**src/rtl/stepper_pkg.sv**
```systemverilog
package stepper_pkg;
    typedef enum logic [1:0] {
        ST_IDLE  = 2'd0,
        ST_READ  = 2'd1,
        ST_WRITE = 2'd2,
        ST_DONE  = 2'd3
    } step_state_t;
endpackage

```
**src/rtl/rm_phys_addr.sv**
```systemverilog
module rm_phys_addr #(
    parameter int SEG_W = 16,
    parameter int OFF_W = 16,
    parameter int SHIFT = 4,
    parameter int PA_W  = 20
) (
    input  logic [SEG_W-1:0] seg,
    input  logic [OFF_W-1:0] off,
    output logic [PA_W-1:0]  pa
);
    logic [PA_W-1:0] base;
    always_comb begin
        base = PA_W'(seg) << SHIFT;
        pa   = base + PA_W'(off);
    end
endmodule

```
**src/rtl/rm_index_step.sv**
```systemverilog
module rm_index_step #(
    parameter int OFF_W = 16
) (
    input  logic [OFF_W-1:0] idx,
    input  logic             dec,
    input  logic             wide,
    output logic [OFF_W-1:0] idx_next
);
    logic [OFF_W-1:0] step;
    always_comb begin
        step     = wide ? OFF_W'(2) : OFF_W'(1);
        idx_next = dec ? (idx - step) : (idx + step);
    end
endmodule

```
**src/rtl/rm_string_stepper.sv**
```systemverilog
module rm_string_stepper #(
    parameter int SEG_W = 16,
    parameter int OFF_W = 16,
    parameter int CNT_W = 16,
    parameter int SHIFT = 4
) (
    input  logic             clk,
    input  logic             rst_n,
    input  logic             start,
    input  logic             dir_dec,
    input  logic             word_mode,
    input  logic [SEG_W-1:0] seg_src,
    input  logic [SEG_W-1:0] seg_dst,
    input  logic [OFF_W-1:0] idx_src_in,
    input  logic [OFF_W-1:0] idx_dst_in,
    input  logic [CNT_W-1:0] cnt_in,
    output logic             mem_req,
    output logic             mem_we,
    output logic [SEG_W+SHIFT-1:0] mem_addr,
    input  logic             mem_ready,
    output logic             busy,
    output logic             done,
    output logic [OFF_W-1:0] idx_src_out,
    output logic [OFF_W-1:0] idx_dst_out,
    output logic [CNT_W-1:0] cnt_out
);
    import stepper_pkg::*;

    localparam int PA_W = SEG_W + SHIFT;
    localparam int NCH  = 2;   // channel 0 = source, channel 1 = destination

    step_state_t state_q, state_d;

    logic [SEG_W-1:0] seg_q  [NCH];
    logic [OFF_W-1:0] idx_q  [NCH];
    logic [OFF_W-1:0] idx_nx [NCH];
    logic [PA_W-1:0]  pa     [NCH];
    logic [CNT_W-1:0] cnt_q;
    logic             dec_q, wide_q;

    logic accept, wr_ack, last_elem;

    // Per-channel address formation and index stepping
    for (genvar c = 0; c < NCH; c++) begin : g_chan
        rm_phys_addr #(.SEG_W(SEG_W), .OFF_W(OFF_W), .SHIFT(SHIFT), .PA_W(PA_W)) u_pa (
            .seg (seg_q[c]),
            .off (idx_q[c]),
            .pa  (pa[c])
        );
        rm_index_step #(.OFF_W(OFF_W)) u_step (
            .idx      (idx_q[c]),
            .dec      (dec_q),
            .wide     (wide_q),
            .idx_next (idx_nx[c])
        );
    end

    assign busy      = (state_q == ST_READ) || (state_q == ST_WRITE);
    assign accept    = start && !busy;
    assign wr_ack    = (state_q == ST_WRITE) && mem_ready;
    assign last_elem = (cnt_q == CNT_W'(1));

    // State register
    always_ff @(posedge clk or negedge rst_n) begin
        if (!rst_n) state_q <= ST_IDLE;
        else        state_q <= state_d;
    end

    // Next-state logic
    always_comb begin
        state_d = state_q;
        unique case (state_q)
            ST_IDLE, ST_DONE: begin
                if (start) state_d = (cnt_in == '0) ? ST_DONE : ST_READ;
            end
            ST_READ: begin
                if (mem_ready) state_d = ST_WRITE;
            end
            ST_WRITE: begin
                if (mem_ready) state_d = last_elem ? ST_DONE : ST_READ;
            end
            default: state_d = ST_IDLE;
        endcase
    end

    // Operand registers
    always_ff @(posedge clk or negedge rst_n) begin
        if (!rst_n) begin
            for (int c = 0; c < NCH; c++) begin
                seg_q[c] <= '0;
                idx_q[c] <= '0;
            end
            cnt_q  <= '0;
            dec_q  <= 1'b0;
            wide_q <= 1'b0;
        end else if (accept) begin
            seg_q[0] <= seg_src;
            seg_q[1] <= seg_dst;
            idx_q[0] <= idx_src_in;
            idx_q[1] <= idx_dst_in;
            cnt_q    <= cnt_in;
            dec_q    <= dir_dec;
            wide_q   <= word_mode;
        end else if (wr_ack) begin
            for (int c = 0; c < NCH; c++) idx_q[c] <= idx_nx[c];
            cnt_q <= cnt_q - CNT_W'(1);
        end
    end

    // Outputs
    always_comb begin
        mem_req  = 1'b0;
        mem_we   = 1'b0;
        mem_addr = '0;
        done     = 1'b0;
        unique case (state_q)
            ST_IDLE: ;
            ST_READ: begin
                mem_req  = 1'b1;
                mem_addr = pa[0];
            end
            ST_WRITE: begin
                mem_req  = 1'b1;
                mem_we   = 1'b1;
                mem_addr = pa[1];
            end
            ST_DONE: done = 1'b1;
            default: ;
        endcase
    end

    assign idx_src_out = idx_q[0];
    assign idx_dst_out = idx_q[1];
    assign cnt_out     = cnt_q;
endmodule

```
**config.mk**
```make
export PLATFORM = sky130hd
export DESIGN_NAME = rm_string_stepper
export DESIGN_NICKNAME = d
export VERILOG_FILES = /design/src/rtl/stepper_pkg.sv /design/src/rtl/rm_phys_addr.sv /design/src/rtl/rm_index_step.sv /design/src/rtl/rm_string_stepper.sv
export SDC_FILE = /design/constraint.sdc
export NUM_CORES = 1
export LEC_CHECK = 0
export BUFFER_PORTS_ARGS = -buffer_cell sky130_fd_sc_hd__buf_2
export CORE_MARGIN = 2
export CORE_UTILIZATION = 30
export CTS_CLUSTER_DIAMETER = 120
export DETAILED_ROUTE_END_ITERATION = 7
export PLACE_DENSITY = 0.54
export SYNTH_ARGS = -nofsm -noshare
export SYNTH_HDL_FRONTEND = slang
export SYNTH_HIERARCHICAL = 1
export SYNTH_SLANG_ARGS = --single-unit
```
**constraint.sdc**
```tcl
create_clock -name clk -period 3.7 [get_ports clk]
set_clock_uncertainty 0.15 [all_clocks]
set_input_delay 0.555 -clock clk [delete_from_list [all_inputs] [get_ports clk]]
set_output_delay 0.555 -clock clk [all_outputs]
set_load 0.005 [all_outputs]
```
==> results.cfg <==
[floorplan]
rows = 56
initial_utilization_pct = 30.7
die_h_um = 159
die_w_um = 159
io_pins = 158
dieArea_mm2 = 0.0253
core-area_mm2 = 0.0235

[power]
power_frac_seq_pct = 20.3
p_clk_share_pct = 10.6
p_per_area_mw_per_mm2 = 1110
p_sw_mw = 4.71
p_leak_nw = 4.31
swShare_pct = 49.2
combPwrFrac_pct = 69.1
peakVddDrop_mv = 0.430
power.internal_mw = 4.86

[global_routing]
grtUsageTotal_pct = 16.3
antenna_found_initial = 4
grt_pass1_vias = 6524
grt_max_degree = 57
grt_pass1_wl_um = 33800
overflow = 0

[route]
drc = 0
ant_nets = 0
viasPerCell = 5.03
first_pass_iters = 5
route.vias.total = 6699
routedWlPerCell_um = 15.5
dr.first_iter.drc_count = 275
drt-total-wl_um = 20700

[critical_path]
critPathCaptureType = output pin
worstPathCellList = ha_1, fa_1, a21o_1, a221oi_4, buf_4, o2111a_1, nor3_1, a22oi_1, nor2_1, buf_2
rr_endpoint = idx_dst_out[15]
crit_cells = 10
path_class = register to output pin
start_kind = register
cp_slowest_cell = dfrtp_1
crit_path_start = idx_src_out[4]
worstPathRequired_ps = 2990
crit_fanout = 5
worst_r2r_path_depth = 10
crit_family = compound AO/OA/AOI/OAI gates
slowest_delay_ps = 420
r2r_slack_ps = 870
critPathBufInv = 2
worstPathArrival_ps = 2860
endpoint = mem_addr[16]
r2r-start = dec_q

[sta]
worst_pin_slew_ps = 845
finalMaxSlewViolations = 0
setup_viol = 0
finalSetupTns_ps = 0
slew_headroom_pct = 43.7
fmax_mhz = 281
rsz0062_at_grt = no
min_period_ps = 3560
hold_violations = 0
min_period_over_period_pct = 96.2
setup_slack_ps = 139

[layout]
final_common_cell = nand2_1
regArea_mm2 = 0.00210
multiInputGateArea_mm2 = 0.00478
syn2layout_area_growth_pct = 19.7
layout.nets = 1157
drive_gt1_share_pct = 21.9
fillers = 2534
final_cell_mix = nand2_1 (177), buf_2 (156), dfrtp_1 (84)

[cts]
clk_pin_slew_ps = 70
htreeDepth = 3
clock-sinks = 84
cts.path.max_buffers = 2
clk_latency_ps = 350
cts-root-buf = clkbuf_16
cts_buffers = 9
tritoncts = built
ctsHoldBuffers = 0

[yosys]
syn_nets = 1019
synth-main-ff-cell = dfrtp_1
synth.ff_latch_count = 84
synth_mux_area_share_pct = 4.44
syn_inst = 869
yosys.area_share.adder_pct = 11.5
synth_top_family_by_area = compound AO/OA/AOI/OAI gates
yosysUniqueCellTypes = 66
synth_xor_area_share_pct = 6.55
async_flop_share_pct = 100
seq_area_frac_synth_pct = 29.1
netlist_area_mm2 = 0.00722
yosysWarnings = 6
yosys.area_share.simple_pct = 21.6
synth_compound_area_share_pct = 22.0
synth_edf_count = 0
synth_area_per_cell_um2 = 8.31

[worst_hold_path]
min_path_type = input pin to asynchronous set/reset pin

[run_status]
status = complete, no violations

[placement]
dp_slack_ps = 519
gp_congestion = 0.802
portBuffers = 157
dp_hpwl_um = 16100

[run]
drv_cap = 0
-- cell families (layout without fill, tap and decap cells) --
family	Yosys count	count (layout)
fa+ha+maj	64	64
flops	84	84
xor+xnor	54	54
buf+inv	78	221
mux	32	32
other cells	0	2
compound gates	219	219
simple gates	338	338
-- sequential cells by signal (all words and copies together) (netlist names) --
signal,flops
idx_src_out,16
wide_q,1
seg_q,32
idx_dst_out,16
state_q,2
dec_q,1
cnt_out,16
-- how the worst min path moves through the flow --
stage | cells after the start | from | endpoint | slack [ps]
2_1_floorplan | 0 | rst_n | cnt_out[0] | 110
3_3_place_gp | 2 | seg_q[16] | seg_q[16] | 320
3_5_place_dp | 2 | seg_q[11] | seg_q[11] | 320
4_1_cts | 1 | rst_n | cnt_out[10] | 110
5_1_grt | 1 | rst_n | cnt_out[10] | 140
6_report | 1 | rst_n | cnt_out[10] | 80
-- per-layer routing --
layer | vias up | routed length (µm) | track usage [%]
met5 | - | 23 | 0
met4 | 4 | 339 | 4.13
met3 | 25 | 1300 | 4.66
met2 | 145 | 9470 | 27.1
met1 | 3147 | 9590 | 20.9
li1 | 3378 | - | -
-- power by group through the flow --
stage	combinational, mW	sequential, mW	clock, mW
CTS	6.61	1.96	1.04
finish	6.61	1.94	1.01
global placement	6.54	1.95	0
floorplan	4.97	1.84	0
detailed placement	6.58	1.97	0
global route	7.45	2.03	1.08
-- synth_stat cells (9+ instances only) --
cell type / count / share of area, %
ha_1: 60 / 10
dfrtp_1: 84 / 29
xor2_1: 15 / 1.8
inv_1: 34 / 1.8
nand3_1: 23 / 1.6
xnor2_1: 39 / 4.7
o211ai_1: 12 / 1.2
nand2b_1: 13 / 1.1
a31oi_1: 10 / 0.87
nand2_1: 178 / 9.3
o21ai_0: 52 / 3.6
a21o_1: 20 / 2.1
clkbuf_1: 23 / 1.2
buf_4: 9 / 0.94
o21a_1: 9 / 0.94
a22oi_1: 21 / 2.2
a21oi_1: 38 / 2.6
mux2i_1: 32 / 4.4
or3_1: 11 / 0.95
nor2_1: 56 / 2.9
-- metrics by stage --
step | utilization, % | hold WS (ps) | area (µm²) | power, mW | std cells
final | 36.7 | 77.1 | 8640 | 9.57 | 1333
after CTS | 36.5 | 107 | 8600 | 9.61 | 1327
after detailed placement | 35.2 | 324 | 8280 | 8.55 | 1311
after global routing | 36.7 | 143 | 8640 | 10.6 | 1331
after global placement | 35.2 | 319 | 8280 | 8.49 | 1311
after floorplan | - | 109 | 7220 | 6.81 | 869
-- final cells by class --
type                            instances  share of cell area (%)
Antenna cell                            2                  0.0579
Clock buffer                           10                    2.77
Clock inverter                          6                    1.01
Inverter                               34                    1.48
Multi-Input combinational cell        707                    55.3
Sequential cell                        84                    24.3
Tap cell                              319                    4.62
Timing Repair Buffer                  171                    10.5
-- timing repair --
action,4_1_cts,5_1_grt
endpoints found under the setup margin,0,1
buffers inserted,0,4
resized for setup,0,2
Power figures use the tool's default switching activity.
